**src/rtl/cos_pkg.sv**
```systemverilog
package cos_pkg;

   // Per-group edge qualification derived from the packed enable byte.
   typedef struct packed {
      logic rise;
      logic fall;
   } edge_en_t;

   localparam int unsigned COS_MIN_SYNC = 2;

endpackage

```
**src/rtl/cos_sync.sv**
```systemverilog
module cos_sync #(
   parameter int unsigned W      = 8,
   parameter int unsigned STAGES = 2
) (
   input  logic         clk,
   input  logic         rst_n,
   input  logic [W-1:0] d,
   output logic [W-1:0] q
);
   import cos_pkg::*;

   generate
      if (STAGES < COS_MIN_SYNC) begin : g_bad_depth
         $error("cos_sync: STAGES must be at least %0d", COS_MIN_SYNC);
      end
   endgenerate

   logic [STAGES-1:0][W-1:0] chain_q;

   always_ff @(posedge clk) begin
      if (!rst_n) begin
         chain_q <= '0;
      end else begin
         chain_q[0] <= d;
         for (int s = 1; s < STAGES; s++) begin
            chain_q[s] <= chain_q[s-1];
         end
      end
   end

   assign q = chain_q[STAGES-1];

endmodule

```
**src/rtl/cos_group.sv**
```systemverilog
module cos_group #(
   parameter int unsigned W = 8
) (
   input  logic               clk,
   input  logic               rst_n,
   input  logic [W-1:0]       lvl,
   input  cos_pkg::edge_en_t  en,
   input  logic               clr_stb,
   input  logic [W-1:0]       clr_mask,
   output logic [W-1:0]       stat
);
   logic [W-1:0] prev_q;
   logic [W-1:0] stat_q;
   logic [W-1:0] rise_hit;
   logic [W-1:0] fall_hit;
   logic [W-1:0] hit;
   logic [W-1:0] clr_v;

   always_comb begin
      rise_hit = lvl & ~prev_q & {W{en.rise}};
      fall_hit = ~lvl & prev_q & {W{en.fall}};
      hit      = rise_hit | fall_hit;
      clr_v    = clr_stb ? clr_mask : '0;
   end

   always_ff @(posedge clk) begin
      if (!rst_n) begin
         prev_q <= '0;
         stat_q <= '0;
      end else begin
         prev_q <= lvl;
         // New events take priority over a coincident clear.
         stat_q <= (stat_q & ~clr_v) | hit;
      end
   end

   assign stat = stat_q;

   // A flag may only rise when a qualifying edge was seen the cycle before.
   p_set_needs_edge_r3: assert property (@(posedge clk) disable iff (!rst_n)
      1'b1 |=> ((stat_q & ~$past(stat_q) & ~$past(hit)) == '0));

   // Cleared bits without a coincident edge must read zero afterwards.
   p_clear_takes_r6: assert property (@(posedge clk) disable iff (!rst_n)
      1'b1 |=> ((stat_q & $past(clr_v & ~hit)) == '0));

   // Bits left out of the clear mask keep their value unless an edge sets them.
   p_clear_spares_r6: assert property (@(posedge clk) disable iff (!rst_n)
      1'b1 |=> ((($past(stat_q) & ~$past(clr_v)) & ~stat_q) == '0));

   // An edge in the same cycle as a clear leaves the bit set.
   p_edge_wins_r8: assert property (@(posedge clk) disable iff (!rst_n)
      1'b1 |=> ((stat_q & $past(hit)) == $past(hit)));

endmodule

```
**src/rtl/cos_irq_ctrl.sv**
```systemverilog
module cos_irq_ctrl #(
   parameter int unsigned GROUPS      = 4,
   parameter int unsigned GRP_W       = 8,
   parameter int unsigned ADDR_W      = 4,
   parameter int unsigned STAT_BASE   = 8,
   parameter int unsigned ENA_ADDR    = 14,
   parameter int unsigned SYNC_STAGES = 2,
   localparam int unsigned ISO_W      = (GROUPS - 1) * GRP_W,
   localparam int unsigned LINES      = GROUPS * GRP_W
) (
   input  logic              clk,
   input  logic              rst_n,
   input  logic [ADDR_W-1:0] bus_addr,
   input  logic              bus_wr,
   input  logic [GRP_W-1:0]  bus_wdata,
   output logic [GRP_W-1:0]  bus_rdata,
   input  logic [ISO_W-1:0]  iso_in,
   input  logic [GRP_W-1:0]  ttl_in,
   output logic              irq
);
   import cos_pkg::*;

   generate
      if (2 * GROUPS != GRP_W) begin : g_bad_ena
         $error("cos_irq_ctrl: enable byte needs 2*GROUPS == GRP_W");
      end
      if (GROUPS < 2) begin : g_bad_groups
         $error("cos_irq_ctrl: at least one isolated and one TTL group");
      end
      if (ENA_ADDR >= STAT_BASE && ENA_ADDR < STAT_BASE + GROUPS) begin : g_bad_map
         $error("cos_irq_ctrl: enable offset overlaps status offsets");
      end
      if (STAT_BASE + GROUPS > (1 << ADDR_W) || ENA_ADDR >= (1 << ADDR_W)) begin : g_bad_addr
         $error("cos_irq_ctrl: offsets do not fit ADDR_W");
      end
   endgenerate

   logic [LINES-1:0]             raw_lines;
   logic [LINES-1:0]             sync_lines;
   logic [GRP_W-1:0]             ena_q;
   logic                         ena_wr;
   logic [GROUPS-1:0]            clr_stb;
   logic [GROUPS-1:0][GRP_W-1:0] stat_bytes;
   logic [GROUPS-1:0]            grp_pending;

   assign raw_lines = {ttl_in, iso_in};

   cos_sync #(
      .W      (LINES),
      .STAGES (SYNC_STAGES)
   ) u_sync (
      .clk   (clk),
      .rst_n (rst_n),
      .d     (raw_lines),
      .q     (sync_lines)
   );

   assign ena_wr = bus_wr && (bus_addr == ADDR_W'(ENA_ADDR));

   always_ff @(posedge clk) begin
      if (!rst_n) begin
         ena_q <= '0;
      end else if (ena_wr) begin
         ena_q <= bus_wdata;
      end
   end

   genvar g;
   generate
      for (g = 0; g < GROUPS; g++) begin : g_grp
         edge_en_t grp_en;
         assign grp_en.rise = ena_q[g];
         assign grp_en.fall = ena_q[g + GROUPS];
         assign clr_stb[g]  = bus_wr && (bus_addr == ADDR_W'(STAT_BASE + g));

         cos_group #(
            .W (GRP_W)
         ) u_grp (
            .clk      (clk),
            .rst_n    (rst_n),
            .lvl      (sync_lines[g*GRP_W +: GRP_W]),
            .en       (grp_en),
            .clr_stb  (clr_stb[g]),
            .clr_mask (bus_wdata),
            .stat     (stat_bytes[g])
         );

         assign grp_pending[g] = |stat_bytes[g];
      end
   endgenerate

   always_comb begin
      bus_rdata = '0;
      if (bus_addr == ADDR_W'(ENA_ADDR)) begin
         bus_rdata = ena_q;
      end
      for (int k = 0; k < GROUPS; k++) begin
         if (bus_addr == ADDR_W'(STAT_BASE + k)) begin
            bus_rdata = stat_bytes[k];
         end
      end
   end

   assign irq = |grp_pending;

   // The enable byte moves only on a write to its own offset.
   p_ena_hold_r2: assert property (@(posedge clk) disable iff (!rst_n)
      !$past(ena_wr) |-> $stable(ena_q));

   // The interrupt can only drop after software wrote a clear.
   p_irq_drop_needs_write_r7: assert property (@(posedge clk) disable iff (!rst_n)
      $fell(irq) |-> $past(bus_wr));

   // Writing zero to the enable byte must not disturb pending status.
   p_disable_keeps_r9: assert property (@(posedge clk) disable iff (!rst_n)
      ($past(ena_wr) && !$past(|clr_stb)) |-> ($countones(stat_bytes) >= $countones($past(stat_bytes))));

endmodule

```
**config.mk**
```make
export PLATFORM = sky130hd
export DESIGN_NAME = cos_irq_ctrl
export DESIGN_NICKNAME = d
export VERILOG_FILES = /design/src/rtl/cos_pkg.sv /design/src/rtl/cos_sync.sv /design/src/rtl/cos_group.sv /design/src/rtl/cos_irq_ctrl.sv
export SDC_FILE = /design/constraint.sdc
export NUM_CORES = 1
export LEC_CHECK = 0
export ABC_AREA = 1
export ABC_CLOCK_PERIOD_IN_PS = 1610
export BUFFER_PORTS_ARGS = -buffer_cell sky130_fd_sc_hd__buf_4
export CAP_MARGIN = 20
export CORE_ASPECT_RATIO = 0.8
export CORE_MARGIN = 2
export CORE_UTILIZATION = 60
export CTS_CLUSTER_DIAMETER = 40
export DETAILED_ROUTE_END_ITERATION = 16
export PLACE_DENSITY = 0.85
export SLEW_MARGIN = 40
export SYNTH_ARGS = -nofsm -noshare
export SYNTH_HDL_FRONTEND = slang
export SYNTH_HIERARCHICAL = 1
export SYNTH_SLANG_ARGS = --single-unit
```
**constraint.sdc**
```tcl
create_clock -name clk -period 1.61 [get_ports clk]
set_input_delay 0.0805 -clock clk [delete_from_list [all_inputs] [get_ports clk]]
set_output_delay 0.0805 -clock clk [all_outputs]
set_load 0.03 [all_outputs]
```
==> impl_metrics.py, run 1 <==
metrics = {
    "outcome": {
        "status": "finished, final reports clean",
    },
    "cts": {
        "clock_latency_ns": 0.41,
        "cts_made_buffers": 17,
        "cts_sinks": 136,
        "clkTransAtPathRegs_ns": 0.06,
        "clockBufferDepth": 2,
        "root_buffer": "clkbuf_16",
        "post_cts_buffers": 0,
        "htreeDepth": 4,
        "cts_tree": "built",
    },
    "grt": {
        "grt_pass1_wl_um": 22000,
        "grt_pass1_vias": 4815,
        "grt_overflow": 0,
        "grtUsageTotal_pct": 27.7,
        "antenna_found_initial": 0,
        "grt_max_degree": 58,
    },
    "cells_and_area": {
        "final_cell_mix": "nand2_1 (227), inv_1 (203), dfxtp_1 (135)",
        "n_fill_cell": 621,
        "nNetsFinal": 927,
        "drive_above_1_share_pct": 12.5,
        "multi_input_area_um2": 1800,
        "seq_area_um2": 2720,
        "diodes": 0,
        "layout_commonest_cell": "nand2_1",
        "area_growth_pct": 21.3,
    },
    "timing": {
        "rsz0062_at_grt": "false",
        "maxSlewViolCount": 0,
        "final.setup.worst_slack_ns": 0.114,
        "slew_headroom_pct": 70.9,
        "tns_ns": 0,
        "tightest_slew_ns": 0.437,
        "hold_viol": 0,
        "worst_hold_slack_ns": 0.0177,
        "post-route-min-period_ns": 1.50,
        "fmax_mhz": 668,
        "finalCritPeriodShare_pct": 92.9,
        "finalSetupViolCount": 0,
        "skew_ns": 0.00743,
    },
    "setup_path": {
        "path_class": "register to output pin",
        "crit_buf_inv": 1,
        "cp_top_family": "simple AND/OR/NAND/NOR gates",
        "slowest_delay_ns": 0.33,
        "cp_data_required_time_ns": 1.53,
        "cp_slowest_cell": "dfxtp_1",
        "cp-end-kind": "output pin",
        "startpoint_type": "register",
        "cp_common_cell": "nor2_1",
        "crit_chain": "nor2_1 > nand4_1 > nor2_1 > nand2_1 > buf_4",
        "critPathMaxFanout": 3,
        "crit_arrival_ns": 1.42,
        "reg2reg_slack_ns": 0.60,
    },
    "die": {
        "core_area_um2": 9150,
        "die_area_um2": 10400,
        "die_x_um": 113,
        "ios": 56,
        "die_h_um": 91.4,
        "rows": 31,
        "start_util_pct": 62.6,
    },
    "yosys": {
        "syn-cell-area_um2": 5730,
        "ys_ff_latch": 136,
        "syn-num-nets": 864,
        "yosysWarningCount": 6,
        "avgSynthCellArea_um2": 7.02,
        "synth.distinct_cells": 19,
        "synth-seq-area-share_pct": 47.5,
        "synth_cells": 817,
    },
    "power": {
        "p_per_area_nw_per_um2": 1150,
        "p_leak_nw": 3.82,
        "fin_total_pwr_mw": 8.00,
        "vdd_drop_max_mv": 1.40,
    },
    "drt": {
        "drt-pass1-iter-count": 5,
        "vias_per_cell": 4.98,
        "dr.first_iter.drc_count": 325,
        "vias": 5005,
        "ant_nets": 0,
        "drc": 0,
        "routedWlPerCell_um": 13.5,
        "drt_wl_total_um": 13600,
    },
    "place": {
        "dp_hpwl_um": 8830,
        "dp_slack_ns": 0.309,
        "io_buffers": 55,
        "gp_congestion": 0.918,
    },
    "hold_path": {
        "hp-class": "input pin to register",
    },
    "run": {
        "max_cap_violations": 0,
    },
}
[synthesized netlist by cell type]
| cell type | count | area, um2 |
|---|---|---|
| a21boi_1 | 8 | 60.1 |
| nand2_2 | 1 | 6.26 |
| nor3_2 | 1 | 10.0 |
| nand3_1 | 121 | 606 |
| nand2_1 | 227 | 852 |
| nor4_1 | 3 | 18.8 |
| buf_2 | 14 | 70.1 |
| nor3_4 | 1 | 16.3 |
| buf_6 | 7 | 78.8 |
| dfxtp_1 | 136 | 2720 |
| clkinv_1 | 1 | 3.75 |
| inv_1 | 203 | 762 |
| clkbuf_2 | 8 | 40.0 |
| nor2_1 | 37 | 139 |
| inv_2 | 2 | 7.51 |
| nor2_4 | 1 | 11.3 |
| buf_4 | 33 | 248 |
| nor2_2 | 1 | 6.26 |
| nand4_1 | 12 | 75.1 |
[where the power goes]
part           internal, mW  switching (mW)
sequential             3.47          0.0532
combinational         0.204           0.241
clock                  2.62            1.41
total                  6.29            1.70
[stage by stage]
| stage | utilization (%) | instances | instance area (um2) |
|---|---|---|---|
| 2_1_floorplan | - | 817 | 5730 |
| 3_3_place_gp | 65.6 | 943 | 6000 |
| 3_5_place_dp | 65.6 | 943 | 6000 |
| 4_1_cts | 75.9 | 1006 | 6950 |
| 5_1_grt | 75.9 | 1006 | 6950 |
| 6_report | 75.9 | 1006 | 6950 |
[flip-flops by register name, summed over array words and instances (netlist names)]
name / flops
ena_q: 8
g_grp.u_grp/prev_q: 32
g_grp.u_grp/stat: 32
u_sync/q: 32
u_sync/chain_q: 32
[worst reg2reg max path, delay by kind of cell (launching register included)]
| kind | cells | cell delay [ns] |
|---|---|---|
| simple gates | 3 | 0.22 |
| buf+inv | 2 | 0.28 |
| flops | 1 | 0.44 |
[final timing paths]
check	start	endpoint	cells past startpoint
setup / recovery	g_grp[1].u_grp/stat[0]	irq	5
hold reg to reg	u_sync/chain_q[10]	u_sync/q[10]	2
setup reg to reg	ena_q[3]	g_grp[3].u_grp/stat[1]	5
hold / removal	bus_wdata[1]	ena_q[1]	3
[layer usage]
layer / part of all wire [%] / vias up / global-route usage (%)
met2: 48 / 162 / 46.6
met3: 6.4 / 42 / 9.48
li1: - / 2491 / -
met5: 0 / - / 0
met4: 2.8 / 0 / 9.96
met1: 43 / 2310 / 32.8
[final cells by class]
class	instances	share of cell area [%]
Timing Repair Buffer	106	12.8
Tap cell	115	2.07
Sequential cell	136	39.2
Clock buffer	19	6.37
Multi-Input combinational cell	413	25.9
Inverter	206	11.1
Clock inverter	11	2.50
[kinds of logic (layout without fill, tap and decap cells)]
family                 count (synthesis)  count (layout)  synth area share (%)
and+or+nand+nor                      405             405                  30.4
buffers and inverters                268             342                  21.1
DFF                                  136             136                  47.5
AOI/OAI and AO/OA                      8               8                  1.05
[timing repair]
action / in CTS / in global routing
hold endpoints to repair: 33 / 0
gates resized for setup: 1 / 1
setup endpoints to repair: 1 / 1
cloned: 0 / 0
hold buffers: 33 / 0
No activity file was read; power rests on OpenSTA's default activity.
==> run 2, diff against run 1 <==
--- a/config.mk
+++ b/config.mk
@@ -7,7 +7,7 @@
 export LEC_CHECK = 0
 export ABC_AREA = 1
 export ABC_CLOCK_PERIOD_IN_PS = 1610
-export BUFFER_PORTS_ARGS = -buffer_cell sky130_fd_sc_hd__buf_4
+export BUFFER_PORTS_ARGS = -buffer_cell sky130_fd_sc_hd__buf_2
 export CAP_MARGIN = 20
 export CORE_ASPECT_RATIO = 0.8
 export CORE_MARGIN = 2
@@ -20,3 +20,4 @@
 export SYNTH_HDL_FRONTEND = slang
 export SYNTH_HIERARCHICAL = 1
 export SYNTH_SLANG_ARGS = --single-unit
+export TNS_END_PERCENT = 30
==> constraint.sdc (replaced) <==
create_clock -name clk -period 1.61 [get_ports clk]
set_input_delay 0 -clock clk [delete_from_list [all_inputs] [get_ports clk]]
set_output_delay 0 -clock clk [all_outputs]
set_load 0.03 [all_outputs]
==> run 2 against run 1 <==
Compared with the run above: count of clock-buffer cells in the layout is 1 higher; via count increased by 0.30%; final cell count grew 1.2%; clock skew up 0.0017 ns; critical path depth unchanged; maximum frequency shrank 2.0%; first-iteration DRC count rose by 52%; hold slack better by 0.20 ns; non-clock buffer count increased by 11; clock power down 6.2%; register-to-register slack hardly changed; cell area down 0.22%.
==> impl_metrics.py, run 2 (synthesis results as in run 1) <==
metrics = {
    "setup_path": {
        "reg2reg_to": "g_grp[1].u_grp/stat[2]",
        "critPathMaxFanout": 3,
        "reg2reg_from": "ena_q[1]",
        "startpoint_type": "register",
        "crit_arrival_ns": 1.53,
        "cp-end-kind": "output pin",
        "reg2reg_slack_ns": 0.59,
        "reg2reg_depth": 4,
        "path_class": "register to output pin",
        "cp_data_required_time_ns": 1.61,
    },
    "outcome": {
        "status": "finished, final reports clean",
    },
    "die": {
        "die_h_um": 91.4,
        "core_area_um2": 9150,
        "start_util_pct": 62.6,
        "die_area_um2": 10400,
        "ios": 56,
        "rows": 31,
        "die_x_um": 113,
    },
    "cts": {
        "cts_made_buffers": 17,
        "clock_latency_ns": 0.41,
        "htreeDepth": 4,
        "post_cts_buffers": 0,
        "cts_tree": "built",
        "root_buffer": "clkbuf_16",
        "clockBufferDepth": 2,
        "cts_sinks": 136,
        "clkTransAtPathRegs_ns": 0.06,
    },
    "timing": {
        "skew_ns": 0.00909,
        "hold_viol": 0,
        "rsz0062_at_grt": "false",
        "post-route-min-period_ns": 1.53,
        "slew_headroom_pct": 62.6,
        "final.setup.worst_slack_ns": 0.0830,
        "finalSetupViolCount": 0,
        "worst_hold_slack_ns": 0.220,
        "tns_ns": 0,
        "maxSlewViolCount": 0,
        "finalCritPeriodShare_pct": 94.8,
        "fmax_mhz": 655,
        "tightest_slew_ns": 0.558,
    },
    "power": {
        "vdd_drop_max_mv": 0.903,
        "p_sw_mw": 1.68,
        "p_leak_nw": 3.81,
        "fin_total_pwr_mw": 7.74,
        "p_int_mw": 6.05,
        "clkPwrFrac_pct": 48.8,
        "p_sw_share_pct": 21.8,
        "p_per_area_nw_per_um2": 1120,
        "combPwrFrac_pct": 5.6,
        "p_seq_share_pct": 45.6,
    },
    "place": {
        "place_inst": 938,
        "io_buffers": 55,
        "dp_slack_ns": 0.396,
        "gp_congestion": 0.919,
        "place_area_um2": 5850,
        "dp_hpwl_um": 7920,
    },
    "grt": {
        "grtUsageTotal_pct": 27.5,
        "grt_max_degree": 37,
        "grt_pass1_wl_um": 22300,
        "grt_overflow": 0,
        "grt_pass1_vias": 4789,
        "antenna_found_initial": 0,
    },
    "hold_path": {
        "holdPathStages": 8,
        "hold_end": "g_grp[0].u_grp/stat[1]",
        "hp-class": "input pin to register",
        "hp-start": "bus_addr[1]",
    },
    "drt": {
        "dr.first_iter.drc_count": 495,
        "drc": 0,
        "drt-pass1-iter-count": 8,
        "vias": 5020,
        "routedWlPerCell_um": 13.0,
        "drt_wl_total_um": 13300,
        "ant_nets": 0,
        "vias_per_cell": 4.93,
    },
    "cells_and_area": {
        "diodes": 0,
        "drive_above_1_share_pct": 12.1,
        "final_cell_mix": "nand2_1 (227), inv_1 (203), dfxtp_1 (133)",
        "area_growth_pct": 21.0,
        "fin_area_um2": 6940,
        "layout_commonest_cell": "nand2_1",
        "nNetsFinal": 938,
        "instances_no_fill": 1018,
        "n_fill_cell": 604,
        "final_util_pct": 75.8,
    },
    "run": {
        "max_cap_violations": 0,
    },
}
-- run 2: worst max-delay path by stage --
| stage | from | to | slack, ns | cells after the start |
|---|---|---|---|---|
| CTS | ena_q[7] | bus_rdata[7] | 0.06 | 5 |
| finish | g_grp[0].u_grp/stat[0] | irq | 0.08 | 5 |
| global placement | bus_wr | g_grp[0].u_grp/stat[6] | 0.44 | 9 |
| global route | ena_q[1] | bus_rdata[1] | 0.01 | 5 |
| floorplan | bus_addr[3] | g_grp[1].u_grp/stat[6] | 0.61 | 10 |
| detailed placement | bus_wr | g_grp[2].u_grp/stat[1] | 0.40 | 9 |
-- run 2: worst max-delay path, cell delays in order, from the launching register on --
cell and delay (ns):
dfxtp_1 0.33, nor2_1 0.18, nand4_1 0.13, nor2_1 0.19
nand2_1 0.09, buf_2 0.19
-- run 2: area by class of cell --
cell class                      count  area, um2  share of cell area, %
Timing Repair Buffer              117        903                   13.0
Clock inverter                     11        123                   1.77
Inverter                          206        773                   11.1
Tap cell                          115        144                   2.07
Multi-Input combinational cell    413       1800                   26.0
Sequential cell                   136       2730                   39.3
Clock buffer                       20        467                   6.73
-- run 2: power by group through the flow --
stage | Sequential, mW | Clock, mW | Combinational [mW]
after global routing | 3.54 | 4.00 | 0.474
after CTS | 3.53 | 3.82 | 0.415
final | 3.53 | 3.78 | 0.430
after floorplan | 3.57 | 0 | 0.266
after global placement | 3.59 | 0 | 0.326
after detailed placement | 3.60 | 0 | 0.333
-- run 2: repair_timing --
| action | 4_1_cts | 5_1_grt |
|---|---|---|
| endpoints found under the setup margin | 0 | 3 |
| hold buffers | 49 | 0 |
| hold endpoints to repair | 46 | 0 |
| gates resized for setup | 0 | 3 |
-- run 2: per-layer routing --
metal / up-vias / track usage, % / wire [um]
met4: 0 / 12.9 / 360
met3: 39 / 7.88 / 1220
met5: - / 0 / 0
met2: 237 / 45.0 / 6230
li1: 2524 / - / -
met1: 2220 / 33.3 / 5460
